### src/rtl/piso_pkg.sv
package piso_pkg;
  // Strobes from control to datapath; at most one is high in any cycle.
  typedef struct packed {
    logic load;
    logic shift;
  } piso_strobe_t;
endpackage

### src/rtl/piso_sync.sv
module piso_sync #(
  parameter int WIDTH = 1,
  parameter int STAGES = 2,
  parameter logic [WIDTH-1:0] RESET_VAL = '0
) (
  input  logic             clk,
  input  logic             rst,
  input  logic [WIDTH-1:0] asyncIn,
  output logic [WIDTH-1:0] syncOut
);
  logic [WIDTH-1:0] chain [STAGES];

  genvar s;
  generate
    for (s = 0; s < STAGES; s++) begin : g_stage
      if (s == 0) begin : g_first
        always_ff @(posedge clk) begin
          if (rst) chain[s] <= RESET_VAL;
          else     chain[s] <= asyncIn;
        end
      end else begin : g_next
        always_ff @(posedge clk) begin
          if (rst) chain[s] <= RESET_VAL;
          else     chain[s] <= chain[s-1];
        end
      end
    end
  endgenerate

  assign syncOut = chain[STAGES-1];
endmodule

### src/rtl/piso_ctrl.sv
module piso_ctrl
  import piso_pkg::*;
(
  input  logic         clk,
  input  logic         rst,
  input  logic         loadNSync,
  input  logic         clkASync,
  input  logic         clkBSync,
  output piso_strobe_t strb
);
  logic combClk;
  logic prevComb;
  logic prevLoadN;
  logic riseSeen;
  logic released;

  assign combClk = clkASync | clkBSync;

  // The edge history advances even during a load, so an edge seen
  // while loading is used up and never shifts later.
  always_ff @(posedge clk) begin
    if (rst) begin
      prevComb  <= 1'b0;
      prevLoadN <= 1'b1;
    end else begin
      prevComb  <= combClk;
      prevLoadN <= loadNSync;
    end
  end

  assign riseSeen = combClk & ~prevComb;
  assign released = loadNSync & ~prevLoadN;

  always_comb begin
    strb.load  = ~loadNSync;
    strb.shift = riseSeen & loadNSync & ~released;
  end
endmodule

### src/rtl/piso_datapath.sv
module piso_datapath
  import piso_pkg::*;
#(
  parameter int WIDTH = 8
) (
  input  logic             clk,
  input  logic             rst,
  input  piso_strobe_t     strb,
  input  logic [WIDTH-1:0] parIn,
  input  logic             serIn,
  output logic [WIDTH-1:0] stages
);
  logic [WIDTH-1:0] shiftNext;

  genvar i;
  generate
    for (i = 0; i < WIDTH; i++) begin : g_bit
      if (i == 0) begin : g_head
        assign shiftNext[i] = serIn;
      end else begin : g_body
        assign shiftNext[i] = stages[i-1];
      end
    end
  endgenerate

  always_ff @(posedge clk) begin
    if (rst)             stages <= '0;
    else if (strb.load)  stages <= parIn;
    else if (strb.shift) stages <= shiftNext;
  end
endmodule

### src/rtl/piso_shifter.sv
module piso_shifter
  import piso_pkg::*;
#(
  parameter int WIDTH = 8,
  parameter int SYNC_STAGES = 2
) (
  input  logic             clk,
  input  logic             rst,
  input  logic             loadN,
  input  logic [WIDTH-1:0] parIn,
  input  logic             serIn,
  input  logic             clkA,
  input  logic             clkB,
  output logic             serOut,
  output logic             serOutN
);
  localparam int NUM_SYNC = 3;
  localparam logic [NUM_SYNC-1:0] SYNC_RESET = 3'b100;

  logic [NUM_SYNC-1:0] rawCtl;
  logic [NUM_SYNC-1:0] syncCtl;
  logic                loadNSync;
  piso_strobe_t        strb;
  logic [WIDTH-1:0]    stages;

  assign rawCtl    = {loadN, clkB, clkA};
  assign loadNSync = syncCtl[2];

  piso_sync #(
    .WIDTH(NUM_SYNC), .STAGES(SYNC_STAGES), .RESET_VAL(SYNC_RESET)
  ) i_sync (
    .clk(clk), .rst(rst), .asyncIn(rawCtl), .syncOut(syncCtl)
  );

  piso_ctrl i_ctrl (
    .clk(clk), .rst(rst), .loadNSync(loadNSync),
    .clkASync(syncCtl[0]), .clkBSync(syncCtl[1]), .strb(strb)
  );

  piso_datapath #(.WIDTH(WIDTH)) i_dp (
    .clk(clk), .rst(rst), .strb(strb), .parIn(parIn),
    .serIn(serIn), .stages(stages)
  );

  assign serOut  = stages[WIDTH-1];
  assign serOutN = ~stages[WIDTH-1];
endmodule

### config.mk
export PLATFORM = sky130hd
export DESIGN_NAME = piso_shifter
export DESIGN_NICKNAME = d
export VERILOG_FILES = /design/src/rtl/piso_pkg.sv /design/src/rtl/piso_sync.sv /design/src/rtl/piso_ctrl.sv /design/src/rtl/piso_datapath.sv /design/src/rtl/piso_shifter.sv
export SDC_FILE = /design/constraint.sdc
export NUM_CORES = 1
export LEC_CHECK = 0
export BUFFER_PORTS_ARGS = -buffer_cell sky130_fd_sc_hd__buf_2
export CAP_MARGIN = 20
export CORE_AREA = 2 2 39 41
export CTS_BUF_LIST = sky130_fd_sc_hd__clkbuf_4 sky130_fd_sc_hd__clkbuf_8 sky130_fd_sc_hd__clkbuf_16
export DETAILED_ROUTE_END_ITERATION = 10
export DIE_AREA = 0 0 41 43
export PLACE_DENSITY = 0.71
export SLEW_MARGIN = 10
export SYNTH_ARGS = -nofsm -noshare
export SYNTH_HDL_FRONTEND = slang
export SYNTH_SLANG_ARGS = --single-unit
export TNS_END_PERCENT = 30
### constraint.sdc
create_clock -name clk -period 1.4 [get_ports clk]
set_clock_uncertainty 0.15 [all_clocks]
set_input_delay 0.14 -clock clk [delete_from_list [all_inputs] [get_ports clk]]
set_output_delay 0.14 -clock clk [all_outputs]
set_load 0.03 [all_outputs]
# Yosys cells after proc, flatten, opt, wreduce, memory -nomap -nowiden
# Memories as Yosys holds them, arrays and structs flattened.
# Cells that the tools add are included.
[op_classes]
bitwise_logic = 11
order_cmp = 0
n_div = 0
eq_ne = 1
multipliers = 0
muxes = 7
n_reduce_logical = 0
addsub = 0
n_shift = 0
[op_table]
columns = ["cell", "count"]
rows = [
  ["$mux 8", 2],
  ["$mux 3", 2],
  ["$and 1x1->1", 4],
  ["$not 1->1", 4],
  ["$mux 1", 3],
  ["$or 1x1->1", 3],
  ["$ne 2x1->1 const B", 1],
]
[totals]
inputBits = 14
latch_bits = 0
memories = 1
ram_bits = 6
romBits = 0
register_bits = 10
[mem_list]
columns = ["memory", "depth", "word_bits", "rd", "rd_clocked_by_memory_dff", "wr", "line_no", "source"]
rows = [
  ["i_sync.chain", 2, 3, 2, 0, 2, "piso_sync.sv:11", "logic [WIDTH-1:0] chain [STAGES];"],
]

# Longest topological paths before layout
# Gate-level depths: netlist of the first run.
[logic_depth]
word_depth = 6
depth_mapped = 4
mapped_depth_nobuf = 3

# Modules after synthesis
# A second synthesis of the first run with hierarchy kept.
[unflattened]
hier_cells = 56
hier_area_um2 = 601.8
[modules_own_cells]
columns = ["mod", "area_per_inst_um2", "n_inst", "cells_per_inst", "seq_area_each_um2"]
rows = [
  ["piso_datapath", 369.1, 1, 35, 160.2],
  ["piso_sync", 157.7, 1, 12, 120.1],
  ["piso_ctrl", 71.3, 1, 8, 40.0],
  ["piso_shifter", 3.8, 1, 1, 0.0],
]

# Worst setup path before layout of the first run
# Ideal clock, no wire load.
[synth_path]
path_type = "register -> register"
startpoint = "mem i_sync.chain[1][1] (netlist bit)"
endpoint = "reg i_dp.stages[0]"
n_path_buf = 1
t_arrival_ps = 857
slack_ps = 265
stages_incl_launch_ff = 5
cell_sequence = "dfxtp_1 > or2_2 > buf_6 > nand3_1 > a311oi_1"
[synth_rtl]
columns = ["item", "line_no", "source"]
rows = [
  ["start, declared", "piso_sync.sv:11", ""],
  ["end signal, assigned", "piso_datapath.sv:28", "else if (strb.load) stages <= parIn;"],
  ["end signal, assigned", "piso_datapath.sv:29", "else if (strb.shift) stages <= shiftNext;"],
  ["end, declared", "piso_datapath.sv:11", "output logic [WIDTH-1:0] stages"],
]

# Final worst setup path of the first run
[layout_path]
startpoint = "reg i_ctrl.prevLoadN"
endpoint = "reg i_dp.stages[3]"
[layout_via]
elab_chain_len = 5
[layout_lines]
columns = ["item", "line_no", "source"]
rows = [
  ["start, declared", "piso_ctrl.sv:13", "logic prevLoadN;"],
  ["start signal, assigned", "piso_ctrl.sv:27", "prevLoadN <= loadNSync;"],
  ["$not 1->1", "piso_ctrl.sv:32", "assign released = loadNSync & ~prevLoadN;"],
  ["$and 1x1->1", "piso_ctrl.sv:32", ""],
  ["$not 1->1", "piso_ctrl.sv:36", "strb.shift = riseSeen & loadNSync & ~released;"],
  ["$and 1x1->1", "piso_ctrl.sv:36", ""],
  ["$ne 2x1->1 (no source line)", "--", ""],
]
# Every way passes these cells.
# A chain may end at the register's enable or synchronous reset.

==> results.toml, run 1 <==
[global_routing]
overflow = 0
antenna_found_initial = 0
grt_pass1_wl_mm = 2.06
grt_pass1_vias = 480
gr-usage-all-layers = 0.182
grt_max_degree = 18

[worst_setup_path]
cp.arrival_ps = 1360
slowest_stage = "dfxtp_1"
required_ps = 1460
r2r_start = "i_ctrl.prevLoadN"
setup.worst_path.end_class = "flip-flop"
ff2ff_setup_slack_ps = 100
r2r_end = "i_dp.stages[3]"
crit_path_max_fanout = 8
cp_slowest_stage_delay_ps = 340
crit_path_cell_trace = "nor2b_2 -> nand3_1 -> a311oi_1"
crit_type = "flip-flop to flip-flop"
startpoint = "i_ctrl.prevLoadN"
cp-start-kind = "flip-flop"
ff2ff_path_depth = 3

[yosys]
synth_top_area_frac = 0.520
syn_nets = 80
yosysWarnings = 0
syn_inst = 66
syn_area_um2 = 616
synth-seq-area-share = 0.520
synth.largest_area_cell = "dfxtp_1"
synth.distinct_cells = 14
ys_ff_latch = 16
avgSynthCellArea_um2 = 9.33
ys_top_cells_by_area = "dfxtp_1, a311oi_1, nand3_1"

[route]
detail_route.first_pass.iterations = 4
drc_errors = 0
vias = 561
ant_nets = 0
post_drt_wl_per_cell_um = 12.2
drtIter0Drc = 14
wl_mm = 1.32
avgViaCountPerCell = 5.19

[clock_network]
h-tree-depth = 1
worstSkewPairLatency_ps = 290
cts_sinks = 16
max-clock-path-buffers = 2
numCtsBuffers = 3
cts_tree = "built"
cts_setup_buffers = 0
cts-root-buf = "clkbuf_4"
path_clk_slew_ps = 90

[die]
die_w_um = 41
fp.coreArea_um2 = 1380
die_y_um = 43
rows = 14
design.die.area_um2 = 1760
pin_count = 16
initial_core_util = 0.445

[sta]
layout_min_cycle_time_ps = 1300
finalSetupTns_ps = 0
hold_viol = 0
slew_viol_final = 0
worst_pin_slew_ps = 526
finalCritPeriodShare = 0.930
setup_viol = 0
relSlewSlack = 0.649
rsz0062_at_grt = "no"
setup_ws_ps = 98.6
fmax_mhz = 768

[place]
port_buffers = 15
pre_cts_ws_ps = 131
gp_congestion = 0.760
place_area_um2 = 674
dp_hpwl_um = 721

[finish]
n_antenna_cell = 0
multiInputGateArea_um2 = 255
drive_above_1_share = 0.272
syn_to_final_growth_pct = 35.0
layout.nets = 107
nFillCells = 128
design_area_um2 = 831
regArea_um2 = 320

[power_and_ir_drop]
ir_worst_vdd_v = 0.000586
p_leak_uw = 0.000327
power.density_nw_per_um2 = 1100

[hold_path]
hold_end = "i_sync.chain[1][0]"
hold_start = "rst"
hold_path_depth = 2
hold_class = "primary input to flip-flop"

[run]
cap_violations = 0

[status]
status = "finished clean"
-- cells by family (layout without fill, tap and decap cells) --
group,count (synthesis),count (layout),share of synthesized area
compound gates,16,16,0.179
buf+inv,6,32,0.0650
simple gates,28,28,0.236
flops,16,16,0.520
-- how the worst max path moves through the flow --
stage                          end  slack (ps)
floorplan           i_dp.stages[0]         260
global placement    i_dp.stages[3]         170
detailed placement  i_dp.stages[3]         130
CTS                 i_dp.stages[3]         110
global route        i_dp.stages[5]          20
finish              i_dp.stages[3]         100
-- layout make-up --
cell class,count,area share
timing repair buffer,27,0.235
clock buffer,4,0.0437
multi-input combinational,44,0.307
inverter,1,0.00452
sequential,16,0.386
tap,16,0.0241
-- cells in the mapped netlist --
cell type,n
nor2_2,1
nand3_1,8
buf_6,1
inv_1,1
nor2b_2,1
or2_2,4
buf_2,2
nor2_1,9
dfxtp_1,16
nor2b_1,4
nand2b_1,1
o21ai_0,8
a311oi_1,8
buf_4,2
-- report_power, final --
part	internal [uW]	total (uW)	switching, uW
Combinational	58.7	109	50.4
Clock	159	308	150
Sequential	480	495	15.1
Total	697	912	215
-- metal layers --
metal,track usage,wire length [um],part of all wire,up-vias
met5,0,0,0,-
met4,0.167,68,0.052,0
met3,0.0471,66,0.050,7
met2,0.231,563,0.43,20
met1,0.238,617,0.47,249
li1,-,-,-,285
-- sequential cells by signal, summed over array words and instances, names as in the netlist --
register	count
i_ctrl.prevLoadN	1
i_sync.chain	6
i_dp.stages	8
i_ctrl.prevComb	1
-- through the flow --
step	total power, uW	hold WS, ps	cells	util
final	912	43.2	108	0.600
after global routing	962	43.2	108	0.600
after CTS	918	41.1	108	0.600
after detailed placement	588	177	92	0.487
after global placement	586	177	92	0.487
after floorplan	563	61.6	66	-
-- cells in the final DEF (no fill, tap or decap), types with 3 or more instances in the layout --
master         instances
dfxtp_1               16
buf_2                 15
dlygate4sd3_1         12
nor2_1                 9
nand3_1                8
o21ai_0                8
a311oi_1               8
or2_2                  4
nor2b_1                4
clkbuf_4               3
-- repair_timing --
action | in CTS | in global routing
endpoints found under the hold margin | 11 | 0
hold buffers | 12 | 0
gates resized for setup | 0 | 0
-- worst max-delay path, delay by kind of cell, from the launching register on --
family / cells / cell delay (ps)
flops: 1 / 340
simple gates: 2 / 460
compound gates: 1 / 270
Note: power is estimated with default switching activity, not from simulation.
==> run 2, diff against run 1 <==
--- a/config.mk
+++ b/config.mk
@@ -11,7 +11,7 @@
 export CTS_BUF_LIST = sky130_fd_sc_hd__clkbuf_4 sky130_fd_sc_hd__clkbuf_8 sky130_fd_sc_hd__clkbuf_16
 export DETAILED_ROUTE_END_ITERATION = 10
 export DIE_AREA = 0 0 41 43
-export PLACE_DENSITY = 0.71
+export PLACE_DENSITY = 0.73
 export SLEW_MARGIN = 10
 export SYNTH_ARGS = -nofsm -noshare
 export SYNTH_HDL_FRONTEND = slang
==> run 2 against run 1 <==
Clock power shrank 3%. Register-to-register slack gained 20 ps. Worst setup slack better by 24 ps. Maximum frequency rose by 1.9%. Critical path depth unchanged. Sequential cell count is the same. Total power is 1.1% lower. Hold slack better by 6.9 ps. First-iteration DRC count decreased by 36%. Cell area is 0.15% higher. Sequential share of layout area is 0.092 points higher. Largest cell class unchanged. Largest power group unchanged. Highest routed layer unchanged.
==> results.toml, run 2 (same netlist as run 1, synthesis figures left out) <==
[worst_setup_path]
cp_slowest_stage_delay_ps = 320
required_ps = 1450
critPathBufInv = 0
ff2ff_setup_slack_ps = 120
ff2ff_path_depth = 3
cp-start-kind = "flip-flop"
slowest_stage = "dfxtp_1"
r2r_start = "i_sync.chain[1][1]"
crit_family = "compound AO/OA/AOI/OAI gates"
crit_path_max_fanout = 9
crit_path_cell_trace = "nor2_2 -> o21ai_0 -> a311oi_1"
r2r_end = "i_dp.stages[3]"
cp.arrival_ps = 1330
crit_type = "flip-flop to flip-flop"
setup.worst_path.end_class = "flip-flop"

[die]
initial_core_util = 0.445
pin_count = 16
die_y_um = 43
fp.coreArea_um2 = 1380
rows = 14
design.die.area_um2 = 1760
die_w_um = 41

[place]
gp_congestion = 0.772
dp_hpwl_um = 758
port_buffers = 15

[finish]
reg_top3 = "i_dp.stages x8, i_sync.chain x6"
multiInputGateArea_um2 = 255
layout.nets = 107
regArea_um2 = 322
drive_above_1_share = 0.283
mostFrequentLayoutCells = "dfxtp_1, buf_2, dlygate4sd3_1, nor2_1"
syn_to_final_growth_pct = 35.2
nFillCells = 130
regMostFlops = "i_dp.stages"
largest_register_ffs = 8
n_antenna_cell = 0

[power_and_ir_drop]
combPwrFrac = 0.121
p_leak_uw = 0.000326
ir_worst_vdd_v = 0.000570
internal_power_uw = 697
power_frac_clock = 0.330
power.density_nw_per_um2 = 1080
sequentialPowerShare = 0.549
p_sw_frac = 0.228
p_sw_uw = 206

[global_routing]
grt_pass1_vias = 512
grt_max_degree = 18
antenna_found_initial = 0
grt_pass1_wl_mm = 2.01
overflow = 0
gr-usage-all-layers = 0.172

[clock_network]
cts_setup_buffers = 0
cts_sinks = 16
cts-root-buf = "clkbuf_4"
max-clock-path-buffers = 2
numCtsBuffers = 3
h-tree-depth = 1
worstSkewPairLatency_ps = 280
path_clk_slew_ps = 90
cts_tree = "built"

[hold_path]
hold_start = "rst"
hold_class = "primary input to flip-flop"
hold_path_depth = 2
hold_end = "i_ctrl.prevComb"

[sta]
relSlewSlack = 0.778
fmax_mhz = 783
finalCritPeriodShare = 0.913
slew_viol_final = 0
rsz0062_at_grt = "no"
setup_viol = 0
finalSetupTns_ps = 0
hold_viol = 0
worst_pin_slew_ps = 333
layout_min_cycle_time_ps = 1280
timing.hold.ws_ps = 50.1

[run]
cap_violations = 0

[route]
ant_nets = 0
vias = 580
wl_mm = 1.26
drc_errors = 0
post_drt_wl_per_cell_um = 11.7
avgViaCountPerCell = 5.37
detail_route.first_pass.iterations = 4
drtIter0Drc = 9

[status]
status = "finished clean"
run 2: timing repair:
item / CTS / global route
setup endpoints to repair: 0 / 2
endpoints found under the hold margin: 11 / 0
resized for setup: 0 / 1
hold buffers: 12 / 0
run 2: routing by layer:
| metal | share of wire | vias up | routed length (um) | track usage |
|---|---|---|---|---|
| met5 | 0 | - | 0 | 0 |
| met4 | 0.023 | 0 | 29 | 0.140 |
| met3 | 0.052 | 4 | 65 | 0.0471 |
| met2 | 0.48 | 22 | 608 | 0.238 |
| met1 | 0.44 | 269 | 556 | 0.211 |
| li1 | - | 285 | - | - |
run 2: worst max path at each step:
stage | startpoint | endpoint | cells after the start
detailed placement | i_ctrl.prevLoadN | i_dp.stages[0] | 3
global route | i_ctrl.prevLoadN | i_dp.stages[1] | 3
floorplan | i_sync.chain[1][1] | i_dp.stages[0] | 4
finish | i_sync.chain[1][1] | i_dp.stages[3] | 3
global placement | i_ctrl.prevLoadN | i_dp.stages[3] | 3
CTS | i_ctrl.prevLoadN | i_dp.stages[0] | 3
run 2: metrics by stage:
stage / setup WS, ps / std cells / area, um2 / power [uW] / util
4_1_cts: 112 / 108 / 831 / 915 / 0.600
2_1_floorplan: 265 / 66 / 616 / 563 / -
3_5_place_dp: 138 / 92 / 674 / 588 / 0.487
3_3_place_gp: 180 / 92 / 674 / 586 / 0.487
5_1_grt: 16.9 / 108 / 832 / 945 / 0.601
6_report: 122 / 108 / 832 / 903 / 0.601
run 2: final cells by class:
cell class	instances	area share
Clock buffer	4	0.0436
Multi-Input combinational cell	44	0.307
Timing Repair Buffer	27	0.235
Sequential cell	16	0.386
Tap cell	16	0.0241
Inverter	1	0.00451
run 2: power groups by stage:
stage / Combinational [uW] / Clock, uW / Sequential, uW
2_1_floorplan: 61.2 / 0 / 501
3_3_place_gp: 81.6 / 0 / 504
3_5_place_dp: 83.2 / 0 / 505
4_1_cts: 109 / 311 / 495
5_1_grt: 120 / 326 / 499
6_report: 109 / 298 / 496
